==> config.mk <==
export PLATFORM = sky130hd
export DESIGN_NAME = mdma_engine
export DESIGN_NICKNAME = d
export VERILOG_FILES = /design/src/rtl/mdma_pkg.sv /design/src/rtl/mdma_fifo.sv /design/src/rtl/mdma_core.sv /design/src/rtl/mdma_engine.sv
export SDC_FILE = /design/constraint.sdc
export NUM_CORES = 1
export LEC_CHECK = 0
export BUFFER_PORTS_ARGS = -buffer_cell sky130_fd_sc_hd__buf_2
export CORE_MARGIN = 2
export CORE_UTILIZATION = 45
export CTS_BUF_LIST = sky130_fd_sc_hd__clkbuf_2 sky130_fd_sc_hd__clkbuf_4 sky130_fd_sc_hd__clkbuf_8
export DETAILED_ROUTE_END_ITERATION = 16
export HOLD_SLACK_MARGIN = 0.05
export PLACE_DENSITY_LB_ADDON = 0.1
export REMOVE_ABC_BUFFERS = 1
export SLEW_MARGIN = 0
export SYNTH_ARGS = -nofsm -noshare
export SYNTH_HDL_FRONTEND = slang
export SYNTH_SLANG_ARGS = --single-unit
==> constraint.sdc <==
create_clock -name clk -period 4.5 [get_ports clk]
set_clock_uncertainty 0.1 [all_clocks]
set_input_delay 1.35 -clock clk [delete_from_list [all_inputs] [get_ports clk]]
set_output_delay 1.35 -clock clk [all_outputs]
set_load 0.005 [all_outputs]
==> src/rtl/mdma_pkg.sv <==
package mdma_pkg;

    typedef enum logic [2:0] {
        ST_IDLE  = 3'd0,
        ST_WAIT  = 3'd1,
        ST_FETCH = 3'd2,
        ST_READ  = 3'd3,
        ST_DRAIN = 3'd4,
        ST_CLOSE = 3'd5
    } mdma_state_e;

    localparam logic [2:0] REG_CTRL  = 3'd0;
    localparam logic [2:0] REG_PTR   = 3'd1;
    localparam logic [2:0] REG_READY = 3'd2;
    localparam logic [2:0] REG_SRC   = 3'd3;
    localparam logic [2:0] REG_DST   = 3'd4;
    localparam logic [2:0] REG_CNT   = 3'd5;
    localparam logic [2:0] REG_IRQ   = 3'd6;

    localparam int BIT_EN    = 0;
    localparam int BIT_FLUSH = 7;
    localparam int BIT_ERRIE = 8;
    localparam int BIT_FS_LO = 9;
    localparam int BIT_FS_HI = 10;
    localparam int BIT_ERRST = 11;

    localparam int DESC_WORDS = 4;

endpackage

==> src/rtl/mdma_fifo.sv <==
module mdma_fifo #(
    parameter int DW    = 16,
    parameter int DEPTH = 4
) (
    input  logic          clk,
    input  logic          rst_n,
    input  logic          push_i,
    input  logic          pop_i,
    input  logic          flush_i,
    input  logic [DW-1:0] wdata_i,
    output logic [DW-1:0] rdata_o,
    output logic          full_o,
    output logic          empty_o
);
    localparam int PW = (DEPTH > 1) ? $clog2(DEPTH) : 1;
    localparam int CW = $clog2(DEPTH + 1);
    localparam logic [PW-1:0] LAST = PW'(DEPTH - 1);

    typedef struct packed {
        logic [DEPTH-1:0][DW-1:0] store;
        logic [PW-1:0]            wp;
        logic [PW-1:0]            rp;
        logic [CW-1:0]            cnt;
    } fifo_s;

    fifo_s q, d;

    always_comb begin
        d = q;
        if (flush_i) begin
            d.wp  = '0;
            d.rp  = '0;
            d.cnt = '0;
        end else begin
            if (push_i) begin
                d.store[q.wp] = wdata_i;
                d.wp = (q.wp == LAST) ? '0 : q.wp + PW'(1);
            end
            if (pop_i) begin
                d.rp = (q.rp == LAST) ? '0 : q.rp + PW'(1);
            end
            d.cnt = q.cnt + CW'(push_i) - CW'(pop_i);
        end
    end

    always_ff @(posedge clk) begin
        if (!rst_n) q <= '0;
        else        q <= d;
    end

    assign rdata_o = q.store[q.rp];
    assign full_o  = (q.cnt == CW'(DEPTH));
    assign empty_o = (q.cnt == '0);

    AST_FIFO_NO_OVERFLOW: assert property (@(posedge clk) disable iff (!rst_n)
        (push_i && !flush_i) |-> (!full_o || pop_i));
    AST_FIFO_NO_UNDERFLOW: assert property (@(posedge clk) disable iff (!rst_n)
        (pop_i && !flush_i) |-> !empty_o);
    AST_FLUSH_EMPTIES: assert property (@(posedge clk) disable iff (!rst_n)
        flush_i |=> empty_o);

endmodule

==> src/rtl/mdma_core.sv <==
module mdma_core
    import mdma_pkg::*;
#(
    parameter int AW = 16,
    parameter int DW = 16
) (
    input  logic          clk,
    input  logic          rst_n,
    input  logic          reg_wr_i,
    input  logic [2:0]    reg_addr_i,
    input  logic [DW-1:0] reg_wdata_i,
    output logic [DW-1:0] reg_rdata_o,
    output logic          mem_req_o,
    output logic          mem_we_o,
    output logic [AW-1:0] mem_addr_o,
    output logic [DW-1:0] mem_wdata_o,
    input  logic [DW-1:0] mem_rdata_i,
    output logic          f_push_o,
    output logic          f_pop_o,
    output logic          f_flush_o,
    output logic [DW-1:0] f_wdata_o,
    input  logic [DW-1:0] f_rdata_i,
    input  logic          f_full_i,
    input  logic          f_empty_i,
    output logic          irq_o
);
    localparam logic [DW-1:0] OWN_MASK = {1'b1, {(DW-1){1'b0}}};
    localparam logic [AW-1:0] DESC_STEP = AW'(DESC_WORDS);

    typedef struct packed {
        mdma_state_e   st;
        logic [AW-1:0] ptr;
        logic          en;
        logic          errie;
        logic          errst;
        logic          irq;
        logic          ready;
        logic          pend;
        logic [1:0]    idx;
        logic [DW-1:0] dctl;
        logic [DW-1:0] dsrc;
        logic [DW-1:0] ddst;
        logic [DW-1:0] dcnt;
        logic [DW-1:0] rem;
        logic [AW-1:0] rsrc;
        logic [AW-1:0] rdst;
    } core_s;

    core_s q, d;
    logic  busy, irq_set, irq_clr;

    assign busy      = q.st inside {ST_FETCH, ST_READ, ST_DRAIN, ST_CLOSE};
    assign f_wdata_o = mem_rdata_i;

    always_comb begin
        d           = q;
        irq_set     = 1'b0;
        irq_clr     = 1'b0;
        mem_req_o   = 1'b0;
        mem_we_o    = 1'b0;
        mem_addr_o  = '0;
        mem_wdata_o = '0;
        f_push_o    = 1'b0;
        f_pop_o     = 1'b0;
        f_flush_o   = 1'b0;

        if (busy && !q.en) begin
            d.st   = ST_IDLE;
            d.pend = 1'b0;
            if (q.errie) begin
                d.errst = 1'b1;
                irq_set = 1'b1;
            end
        end else begin
            case (q.st)
                ST_IDLE: ;
                ST_WAIT: begin
                    if (!q.en) d.st = ST_IDLE;
                    else if (q.ready) begin
                        d.st   = ST_FETCH;
                        d.idx  = 2'd0;
                        d.pend = 1'b0;
                    end
                end
                ST_FETCH: begin
                    if (!q.pend) begin
                        mem_req_o  = 1'b1;
                        mem_addr_o = q.ptr + AW'(q.idx);
                        d.pend     = 1'b1;
                    end else begin
                        d.pend = 1'b0;
                        d.idx  = q.idx + 2'd1;
                        case (q.idx)
                            2'd0: begin
                                d.dctl = mem_rdata_i;
                                if (!mem_rdata_i[DW-1]) begin
                                    d.ready = 1'b0;
                                    d.st    = ST_WAIT;
                                end
                            end
                            2'd1: d.dsrc = mem_rdata_i;
                            2'd2: d.ddst = mem_rdata_i;
                            default: begin
                                d.dcnt  = mem_rdata_i;
                                d.ready = 1'b0;
                                if (mem_rdata_i == '0) begin
                                    irq_set = 1'b1;
                                    d.ptr   = q.ptr + DESC_STEP;
                                    d.st    = ST_WAIT;
                                end else begin
                                    d.rsrc = AW'(q.dsrc);
                                    d.rdst = AW'(q.ddst);
                                    d.rem  = mem_rdata_i;
                                    d.st   = ST_READ;
                                end
                            end
                        endcase
                    end
                end
                ST_READ: begin
                    if (!q.pend) begin
                        if (f_full_i || q.rem == '0) d.st = ST_DRAIN;
                        else begin
                            mem_req_o  = 1'b1;
                            mem_addr_o = q.rsrc;
                            d.pend     = 1'b1;
                        end
                    end else begin
                        f_push_o = 1'b1;
                        d.rsrc   = q.rsrc + AW'(1);
                        d.rem    = q.rem - DW'(1);
                        d.pend   = 1'b0;
                    end
                end
                ST_DRAIN: begin
                    if (f_empty_i) d.st = (q.rem == '0) ? ST_CLOSE : ST_READ;
                    else begin
                        mem_req_o   = 1'b1;
                        mem_we_o    = 1'b1;
                        mem_addr_o  = q.rdst;
                        mem_wdata_o = f_rdata_i;
                        f_pop_o     = 1'b1;
                        d.rdst      = q.rdst + AW'(1);
                    end
                end
                ST_CLOSE: begin
                    mem_req_o   = 1'b1;
                    mem_we_o    = 1'b1;
                    mem_addr_o  = q.ptr;
                    mem_wdata_o = q.dctl & ~OWN_MASK;
                    irq_set     = 1'b1;
                    d.ptr       = q.ptr + DESC_STEP;
                    d.st        = ST_WAIT;
                end
                default: d.st = ST_IDLE;
            endcase
        end

        if (reg_wr_i) begin
            case (reg_addr_i)
                REG_CTRL: begin
                    d.en      = reg_wdata_i[BIT_EN];
                    d.errie   = reg_wdata_i[BIT_ERRIE];
                    f_flush_o = reg_wdata_i[BIT_FLUSH];
                    if (reg_wdata_i[BIT_EN] && !q.en) begin
                        d.errst = 1'b0;
                        if (q.st == ST_IDLE) d.st = ST_WAIT;
                    end
                end
                REG_PTR:   if (q.st == ST_IDLE || q.st == ST_WAIT) d.ptr = AW'(reg_wdata_i);
                REG_READY: d.ready = reg_wdata_i[0];
                REG_IRQ:   irq_clr = reg_wdata_i[0];
                default: ;
            endcase
        end
        d.irq = (q.irq & ~irq_clr) | irq_set;
    end

    always_ff @(posedge clk) begin
        if (!rst_n) q <= '0;
        else        q <= d;
    end

    always_comb begin
        reg_rdata_o = '0;
        case (reg_addr_i)
            REG_CTRL: begin
                reg_rdata_o[BIT_EN]              = q.en;
                reg_rdata_o[BIT_ERRIE]           = q.errie;
                reg_rdata_o[BIT_FS_HI:BIT_FS_LO] = {2{!f_empty_i}};
                reg_rdata_o[BIT_ERRST]           = q.errst;
            end
            REG_PTR:   reg_rdata_o = DW'(q.ptr);
            REG_READY: reg_rdata_o[0] = q.ready;
            REG_SRC:   reg_rdata_o = q.dsrc;
            REG_DST:   reg_rdata_o = q.ddst;
            REG_CNT:   reg_rdata_o = q.dcnt;
            REG_IRQ:   reg_rdata_o[0] = q.irq;
            default: ;
        endcase
    end

    assign irq_o = q.irq;

    AST_STALL_NO_REQ: assert property (@(posedge clk) disable iff (!rst_n)
        (q.st == ST_WAIT && !q.ready) |=> !mem_req_o);
    AST_IRQ_STICKY: assert property (@(posedge clk) disable iff (!rst_n)
        (irq_o && !(reg_wr_i && reg_addr_i == REG_IRQ && reg_wdata_i[0])) |=> irq_o);
    AST_DRAIN_FROM_DATA: assert property (@(posedge clk) disable iff (!rst_n)
        (mem_req_o && mem_we_o && q.st == ST_DRAIN) |-> !f_empty_i);
    AST_DISOWNED_STOPS: assert property (@(posedge clk) disable iff (!rst_n)
        (q.st == ST_FETCH && q.pend && q.idx == 2'd0 && !mem_rdata_i[DW-1] && q.en
         && !(reg_wr_i && reg_addr_i == REG_READY)) |=> (q.st == ST_WAIT && !q.ready));
    AST_ABORT_QUIET: assert property (@(posedge clk) disable iff (!rst_n)
        (busy && !q.en) |=> !mem_req_o);

endmodule

==> src/rtl/mdma_engine.sv <==
module mdma_engine #(
    parameter int AW         = 16,
    parameter int DW         = 16,
    parameter int FIFO_DEPTH = 4
) (
    input  logic          clk,
    input  logic          rst_n,
    input  logic          cfg_wr,
    input  logic [2:0]    cfg_addr,
    input  logic [DW-1:0] cfg_wdata,
    output logic [DW-1:0] cfg_rdata,
    output logic          mem_req,
    output logic          mem_we,
    output logic [AW-1:0] mem_addr,
    output logic [DW-1:0] mem_wdata,
    input  logic [DW-1:0] mem_rdata,
    output logic          done_irq
);
    logic          f_push, f_pop, f_flush, f_full, f_empty;
    logic [DW-1:0] f_wdata, f_rdata;

    mdma_core #(.AW(AW), .DW(DW)) u_core (
        .clk         (clk),
        .rst_n       (rst_n),
        .reg_wr_i    (cfg_wr),
        .reg_addr_i  (cfg_addr),
        .reg_wdata_i (cfg_wdata),
        .reg_rdata_o (cfg_rdata),
        .mem_req_o   (mem_req),
        .mem_we_o    (mem_we),
        .mem_addr_o  (mem_addr),
        .mem_wdata_o (mem_wdata),
        .mem_rdata_i (mem_rdata),
        .f_push_o    (f_push),
        .f_pop_o     (f_pop),
        .f_flush_o   (f_flush),
        .f_wdata_o   (f_wdata),
        .f_rdata_i   (f_rdata),
        .f_full_i    (f_full),
        .f_empty_i   (f_empty),
        .irq_o       (done_irq)
    );

    mdma_fifo #(.DW(DW), .DEPTH(FIFO_DEPTH)) u_fifo (
        .clk     (clk),
        .rst_n   (rst_n),
        .push_i  (f_push),
        .pop_i   (f_pop),
        .flush_i (f_flush),
        .wdata_i (f_wdata),
        .rdata_o (f_rdata),
        .full_o  (f_full),
        .empty_o (f_empty)
    );

endmodule

-- Yosys cells after proc, flatten, opt, wreduce, memory -nomap -nowiden
Cells that the tools add are included.
- input bits: 38
- output and inout port bits: 51
- register bits after elaboration: 210
- multiplexer cells: 90
- order comparisons: 3
- add/subtract/negate cells: 10
- equality and inequality tests: 23
- bitwise gates (word level): 7
- reductions and logical operators: 32
- operator list (cell ; number):
    $mux 16 ; 18
    $mux 114 ; 1
    $pmux 16 s2 ; 3
    $bwmux 64 ; 1
    $mux 64 ; 1
    $pmux 16 s4 ; 1
    $pmux 32 s2 ; 1
    $mux 48 ; 1
    $mux 3 ; 14
    $add 16x1->16 const B ; 2
    $bmux 16 s2 ; 1
    $demux 16 s2 ; 1
    $logic_not 16->1 ; 2
    $mux 32 ; 1
    $mux 1 ; 29
    $pmux 7 s4 ; 1
    $mux 22 ; 1
    $pmux 4 s5 ; 1
    $mux 19 ; 1
    $eq 3x3->1 const B ; 6
    $pmux 3 s6 ; 1
    $add 16x2->16 ; 1
    $add 16x3->16 const B ; 1
    $pmux 4 s4 ; 1
    other kinds (37) ; 74

-- Depth between registers and ports, before layout
Gate-level depths: netlist of run 1.
- word-level depth: 10
- gate-level depth with buffers: 13

-- Hierarchy
From an unflattened synthesis of run 1, not the netlist that was laid out.
- cell total of the unflattened synthesis: 1443
- area, all modules: 12019.0 sq um
- modules (own cells, without submodules) (module ; area each (sq um) ; times used ; cells an instance):
    mdma_core ; 8805.9 ; 1 ; 1156
    mdma_fifo ; 3213.1 ; 1 ; 287

-- Least setup slack after synthesis of run 1
Ideal clock, no wire load.
- path type: input port to output port
- start: input port cfg_addr[2]
- end: output port cfg_rdata[0]
- path slack: 0.607 ns
- arrival time: 2.443 ns
- stages on the path: 4
- buffers on the path: 2
- path through: buf_2 -> buf_1 -> mux4_2 -> mux2_2
- longest elaborated chain between the ends: 2
- ends and longest elaborated chain (element ; line ; text):
    start: declaration ; mdma_engine.sv:9 ; input logic [2:0] cfg_addr,
    $eq 3x3->1 (tied with other cells) ; mdma_core.sv:186 ; case (reg_addr_i)
    $pmux 1 s7 * ; mdma_core.sv:186 ;
    end: declaration ; mdma_engine.sv:11 ; output logic [DW-1:0] cfg_rdata,
Mark *: on every way between the ends. The rest lies on a longest branch, timed or not.

-- Worst setup path in the final report of run 1
- start: register u_core.q[113] in the netlist's numbering
- end: output port mem_addr[3]
- longest elaborated chain between the ends: 4
- ends and longest elaborated chain (element ; line ; text):
    start: declaration ; mdma_core.sv:49 ; core_s q, d;
    start signal: assignment ; mdma_core.sv:180 ; if (!rst_n) q <= '0;
    start signal: assignment ; mdma_core.sv:181 ; else q <= d;
    $add 16x2->16 ; mdma_core.sv:88 ; mem_addr_o = q.ptr + AW'(q.idx);
    $mux 16 ; mdma_core.sv:86 ; if (!q.pend) begin
    $pmux 16 s4 ; mdma_core.sv:75 ; case (q.st)
    $mux 16 ; mdma_core.sv:67 ; if (busy && !q.en) begin
    end: declaration ; mdma_engine.sv:14 ; output logic [AW-1:0] mem_addr,
No other way between the ends.

==> results of run 1 <==
[worst register-to-register path: stages (launching register included)]
cell,delay [ns]
dfxtp_1,0.32
buf_4,0.23
or3b_2,0.51
nor2_4,0.48
buf_4,0.32
nand2_1,0.19
inv_1,0.14
ha_1,0.24
inv_1,0.06
ha_1,0.13
inv_1,0.05
fa_1,0.37
xor2_1,0.18
xnor2_1,0.14
nor2_1,0.05
[layer usage]
| metal | wire, um | vias to the layer above |
|---|---|---|
| met5 | 13 | - |
| met4 | 2460 | 2 |
| met3 | 2970 | 123 |
| met2 | 19100 | 536 |
| met1 | 17500 | 5508 |
| li1 | - | 5344 |
[final cells by class]
class / instances / area (sq um)
Multi-Input combinational cell: 1084 / 6820
Clock inverter: 4 / 28.8
Timing Repair Buffer: 143 / 878
Clock buffer: 58 / 717
Inverter: 22 / 85.1
Tap cell: 330 / 413
Fill cell: 2484 / 12200
Sequential cell: 209 / 4180
[sequential cells by signal, indices dropped and copies added (netlist names)]
signal	cells
u_core.irq_o	1
u_core.q	137
u_fifo.q	71
[final timing paths]
path,startpoint,endpoint,slack [ns]
worst min register to register,u_fifo.q[48],u_fifo.q[48],0.35
worst min-delay path,u_fifo.q[48],u_fifo.q[48],0.35
worst max register to register,u_core.q[138],u_fifo.q[2],0.89
worst max-delay path,u_core.q[113],mem_addr[3],0.15
[Yosys cell counts (10+ instances only)]
library cell | n | share of area [%]
nand2_1 | 249 | 8.0
dfxtp_1 | 209 | 36
a21oi_1 | 157 | 6.7
nor2_1 | 128 | 4.1
clkbuf_1 | 92 | 3.0
o21ai_0 | 74 | 3.2
mux2i_1 | 57 | 4.9
a31oi_1 | 31 | 1.7
nand3_1 | 31 | 1.3
nor3_1 | 31 | 1.3
a22oi_1 | 30 | 1.9
buf_2 | 29 | 1.2
inv_1 | 21 | 0.68
mux4_2 | 19 | 3.7
and3_1 | 18 | 0.97
ha_1 | 18 | 1.9
a211oi_1 | 16 | 1.0
nand4_1 | 13 | 0.70
mux2_2 | 12 | 1.2
a221oi_1 | 10 | 0.75
nor4_1 | 10 | 0.54
o31ai_1 | 10 | 0.64
[power breakdown]
group	total (W)	internal (W)	switching [W]
logic	0.000171	0.0000459	0.000125
clock network	0.00181	0.00101	0.000801
registers	0.00187	0.00186	0.0000120
[logic make-up (layout without fill, tap and decap cells)]
logic type / after synthesis / count (layout) / synth area share, %
xor+xnor: 9 / 9 / 0.676
simple gates: 555 / 555 / 23.0
mux: 88 / 88 / 9.72
compound gates: 412 / 412 / 22.5
buf+inv: 162 / 227 / 5.92
flops: 209 / 209 / 35.9
fa+ha+maj: 20 / 20 / 2.27
[metrics by stage]
stage	power (W)	utilization, %	std cells	worst slack (ns)	hold WS [ns]
after floorplan	0.00195	-	1315	-0.189	0.333
after global placement	0.00208	48.8	1788	0.379	0.340
after detailed placement	0.00208	48.8	1788	0.373	0.343
after CTS	0.00388	51.8	1850	0.0290	0.350
after global routing	0.00396	51.8	1850	0.0489	0.366
final	0.00385	51.8	1850	0.154	0.350
[cell usage in the layout (no fill, tap or decap), types with 12 or more instances in the layout]
| master | instances |
|---|---|
| nand2_1 | 249 |
| dfxtp_1 | 209 |
| a21oi_1 | 156 |
| nor2_1 | 126 |
| buf_2 | 88 |
| o21ai_0 | 74 |
| mux2i_1 | 57 |
| buf_4 | 53 |
| clkbuf_8 | 45 |
| nor3_1 | 31 |
| nand3_1 | 31 |
| a31oi_1 | 31 |
| a22oi_1 | 30 |
| inv_1 | 21 |
| mux4_2 | 19 |
| and3_1 | 18 |
| ha_1 | 18 |
| a211oi_1 | 16 |
| nand4_1 | 13 |
| clkbuf_4 | 13 |
| mux2_2 | 12 |
==> impl_metrics.tcl, run 1 <==
set metrics [dict create \
    crit_path_cell_trace "ha_1 -> a21oi_2 -> nand2b_1 -> xnor2_1 -> a222oi_1 -> a21oi_1 -> buf_2" \
    drive_gt1_share_pct 18.4 \
    wl_mm 41.9 \
    grt_pass1_vias 10631 \
    cts_root_buf "clkbuf_8" \
    synthFlopType "dfxtp_1" \
    maxCapViolations 0 \
    cts_made_buffers 38 \
    clock_sinks 209 \
    finalHoldViolCount 0 \
    portBuffers 88 \
    synth_area_sq_um 11700 \
    critical_path.slowest_cell "a222oi_1" \
    syn_avg_cell_area_sq_um 8.02 \
    async_flop_share_pct 0 \
    cts_hold_buf 0 \
    ant_nets 0 \
    rows 58 \
    ys_warn_count 0 \
    cp.depth 7 \
    ios 89 \
    synth_cells 1455 \
    cp_slowest_stage_delay_ns 0.66 \
    area_growth_syn_to_layout_pct 12.5 \
    power_density_nw_per_um2 293 \
    worstRegToRegCells 14 \
    drt-wirelength-per-cell_um 22.7 \
    holdPathStages 2 \
    htreeDepth 2 \
    use_met1_pct 39.3 \
    synth.distinct_cells 81 \
    fmax_ghz 0.230 \
    required_ns 3.05 \
    clkLatencyLatePin_ns 0.53 \
    critPathTopFamily "compound AO/OA/AOI/OAI gates" \
    clk_pin_slew_ns 0.06 \
    slew_violations 0 \
    cts_buffer_depth 3 \
    synth-seq-cells 209 \
    vias 11513 \
    setup_violations 0 \
    grt_max_degree 89 \
    worstHoldPathType "reg2reg" \
    path_class "reg2out" \
    ir_drop_mv 0.220 \
    antenna_cells 0 \
    grt_pass1_wl_mm 63.2 \
    setup_tns_ns 0 \
    fin_nets 1556 \
    dieArea_sq_um 27200 \
    critPathCaptureType "output pin" \
    viasPerCell 6.22 \
    drtPass1Iterations 6 \
    dp_hpwl_mm 28.8 \
    met3_usage_pct 4.27 \
    cp.arrival_ns 2.90 \
    drt_iter0_drc 1231 \
    worst_slew_pin_slew_ns 1.26 \
    coreArea_sq_um 25300 \
    drc 0 \
    grt.total_usage_pct 30.5 \
    p_leak_nw 4.99 \
    placed_area_sq_um 12400 \
    gp_congestion 0.908 \
    cts_setup_buffers 0 \
    antenna_found_initial 1 \
    seq_area_frac_synth_pct 35.9 \
    die_x_um 165 \
    grt_remaining_overflow 0 \
    stdcell_area_sq_um 13100 \
    min_period_ns 4.35 \
    start_util_pct 46.1 \
    crit_fanout 7 \
    grt_setup_unrepaired "false" \
    ctsResizeCount 1 \
    cp-start-kind "flip-flop" \
    outcome "finished clean" \
    die_height_um 165 \
    path_buf_inv 1 \
    fin_crit_sh_pct 96.6 \
    busiest_layer "met2" \
    met2_usage_pct 49.7 \
    relSlewSlack_pct 15.7 \
    cts_tree "yes" \
    synth_edf_count 0 \
]
No activity file was read; power rests on OpenSTA's default activity.
==> inputs of run 2 (changes only) <==
- ABC_AREA: not set -> 1
==> run 2 against run 1 <==
Net effect:
- wire length is 4.6% higher
- total power rose by 5.9%
- core utilization is 0.47 points lower
- final cell count increased by 20%
- cell area is 1.7% higher
- critical path type unchanged
==> impl_metrics.tcl, run 2 <==
set metrics [dict create \
    outcome "finished clean" \
    clock_sinks 209 \
    antenna_cells 0 \
    async_flop_share_pct 0 \
    seq_area_frac_synth_pct 35.2 \
    cp-start-kind "flip-flop" \
    synth-simple-area-share_pct 30.3 \
    fmax_ghz 0.229 \
    synth.most_common_cell "nand2_1" \
    cts_root_buf "clkbuf_8" \
    synthFlopType "dfxtp_1" \
    post-route-util_pct 51.3 \
    drtPass1Iterations 6 \
    drt-wirelength-per-cell_um 19.7 \
    setup_violations 0 \
    cts_buffer_depth 3 \
    timing.rr.start "u_core.q[138]" \
    cts_tree "yes" \
    dieArea_sq_um 27700 \
    dpl.cell_count 2155 \
    clk_pin_slew_ns 0.06 \
    synth-compound-area-share_pct 22.1 \
    wl_mm 43.9 \
    start_util_pct 45.7 \
    power_density_nw_per_um2 306 \
    worstHoldPathType "reg2reg" \
    synth_area_sq_um 11900 \
    antenna_found_initial 0 \
    grt_max_degree 79 \
    min_period_ns 4.36 \
    htreeDepth 2 \
    synth_common_cells "304 x nand2_1, 292 x nor2_1, 209 x dfxtp_1, 190 x o21ai_0, 173 x a21oi_1" \
    clkLatencyLatePin_ns 0.56 \
    yosys.area_share.xor_xnor_pct 0.959 \
    relSlewSlack_pct 38.0 \
    required_ns 3.05 \
    drt_iter0_drc 1553 \
    die_height_um 166 \
    gp_congestion 0.981 \
    drive_gt1_share_pct 12.3 \
    synth_fa_ha_area_share_pct 2.23 \
    synth_top_family_by_area "simple AND/OR/NAND/NOR gates" \
    drc 0 \
    rrSetupSlack_ns 1.07 \
    viasPerCell 5.83 \
    synthMuxAreaShare_pct 0 \
    synth_top_area_share_pct 35.2 \
    rows 59 \
    final_cell_mix "304 x nand2_1, 291 x nor2_1, 209 x dfxtp_1, 190 x o21ai_0, 173 x a21oi_1" \
    p_leak_nw 5.43 \
    worstRegToRegCells 10 \
    coreArea_sq_um 26000 \
    grt_remaining_overflow 0 \
    holdPathEnd "u_fifo.q[42]" \
    cts_made_buffers 40 \
    hp-start "u_fifo.q[42]" \
    ios 89 \
    setup_tns_ns 0 \
    top_register "u_core.q" \
    synth_cells 1820 \
    grt.total_usage_pct 30.6 \
    synth-seq-cells 209 \
    cts_hold_buf 0 \
    fin_nets 1920 \
    fillers 2688 \
    ys_top_cells_by_area "dfxtp_1 35%, nand2_1 9.6%, nor2_1 9.2%, o21ai_0 8.0%, a21oi_1 7.3%" \
    dp_hpwl_mm 30.0 \
    cp.arrival_ns 2.91 \
    r2r-end "u_fifo.q[9]" \
    setup_slack_ns 0.141 \
    area_growth_syn_to_layout_pct 12.4 \
    syn_avg_cell_area_sq_um 6.52 \
    critPathCaptureType "output pin" \
    grt_setup_unrepaired "false" \
    grt_pass1_vias 12015 \
    vias 12993 \
    synth.distinct_cells 45 \
    portBuffers 88 \
    synth_top_area_cell "dfxtp_1" \
    ir_drop_mv 0.290 \
    layout.cells.most_common "nand2_1" \
    worst_slew_pin_slew_ns 0.930 \
    preCtsSetupSlack_ns 0.273 \
    finalHoldViolCount 0 \
    grt_pass1_wl_mm 68.0 \
    holdPathStages 2 \
    crit_fanout 7 \
    slew_violations 0 \
    ys_warn_count 0 \
    ant_nets 0 \
    fin_crit_sh_pct 96.9 \
    die_x_um 166 \
    fin_cells 2228 \
    path_class "reg2out" \
    largest_register_ffs 137 \
    maxCapViolations 0 \
    synth_edf_count 0 \
]
run 2: cell types whose count changed after synthesis, moves of 55 or more:
cell,previous run,this run
nor2_1,128,292
nand3_1,31,172
o21ai_0,74,190
nand2_1,249,304
inv_1,21,131
mux2i_1,57,0
run 2: per-stage QoR:
step | power (W) | area, sq um | hold slack [ns]
after floorplan | 0.00196 | 11300 | 0.330
after global placement | 0.00207 | 12500 | 0.345
after detailed placement | 0.00207 | 12500 | 0.350
after CTS | 0.00409 | 13300 | 0.358
after global routing | 0.00419 | 13300 | 0.377
final | 0.00408 | 13300 | 0.355
run 2: routing by layer:
metal | track usage, % | wire, um | vias up
met5 | 0 | 0 | -
li1 | - | - | 6197
met1 | 43.0 | 19400 | 6081
met3 | 4.35 | 3620 | 103
met2 | 47.8 | 19400 | 612
met4 | 11.3 | 1410 | 0
run 2: timing repair:
item | in CTS | in global routing
setup buffers | 0 | 0
setup endpoints to repair | 0 | 11
gates resized for setup | 0 | 2
run 2: cell type report:
cell class / instances / area, sq um / area share, %
clock buffer: 63 / 811 / 6.08
timing repair buffer: 119 / 701 / 5.25
clock inverter: 10 / 65.1 / 0.488
tap: 335 / 419 / 3.14
multi-input combinational: 1350 / 6620 / 49.7
inverter: 142 / 537 / 4.02
sequential: 209 / 4180 / 31.4
run 2: cells by family (layout without fill, tap and decap cells):
| kind of cell | after synthesis | after routing |
|---|---|---|
| simple gates | 844 | 844 |
| compound gates | 473 | 473 |
| buf+inv | 261 | 334 |
| flops | 209 | 209 |
| fa+ha+maj | 20 | 20 |
| xor+xnor | 13 | 13 |
run 2: worst max path at each step:
stage / depth (start not counted) / endpoint / slack, ns / start
after floorplan: 7 / cfg_rdata[8] / 0.77 / cfg_addr[2]
after global placement: 9 / cfg_rdata[8] / 0.32 / cfg_addr[2]
after detailed placement: 9 / cfg_rdata[8] / 0.27 / cfg_addr[2]
after CTS: 10 / mem_addr[8] / 0.14 / u_core.q[32]
after global routing: 11 / mem_addr[12] / 0.005 / u_core.q[122]
final: 11 / mem_addr[12] / 0.14 / u_core.q[122]
run 2: report_power, final:
part           total, W  switching [W]  leakage (nW)  internal, W
clock network   0.00204       0.000888         0.472      0.00115
registers       0.00187      0.0000141          1.68      0.00186
logic          0.000163       0.000121          3.27    0.0000422
total           0.00408        0.00102          5.43      0.00305
run 2: worst max-delay path, stage by stage, from the launching register on:
cell	delay, ns
dfxtp_1	0.52
ha_1	0.38
nand3_1	0.16
nor2_1	0.40
nand2_1	0.16
inv_1	0.10
nand3_1	0.06
nand3_1	0.09
o21ai_0	0.07
o21ai_0	0.22
inv_1	0.06
buf_2	0.13
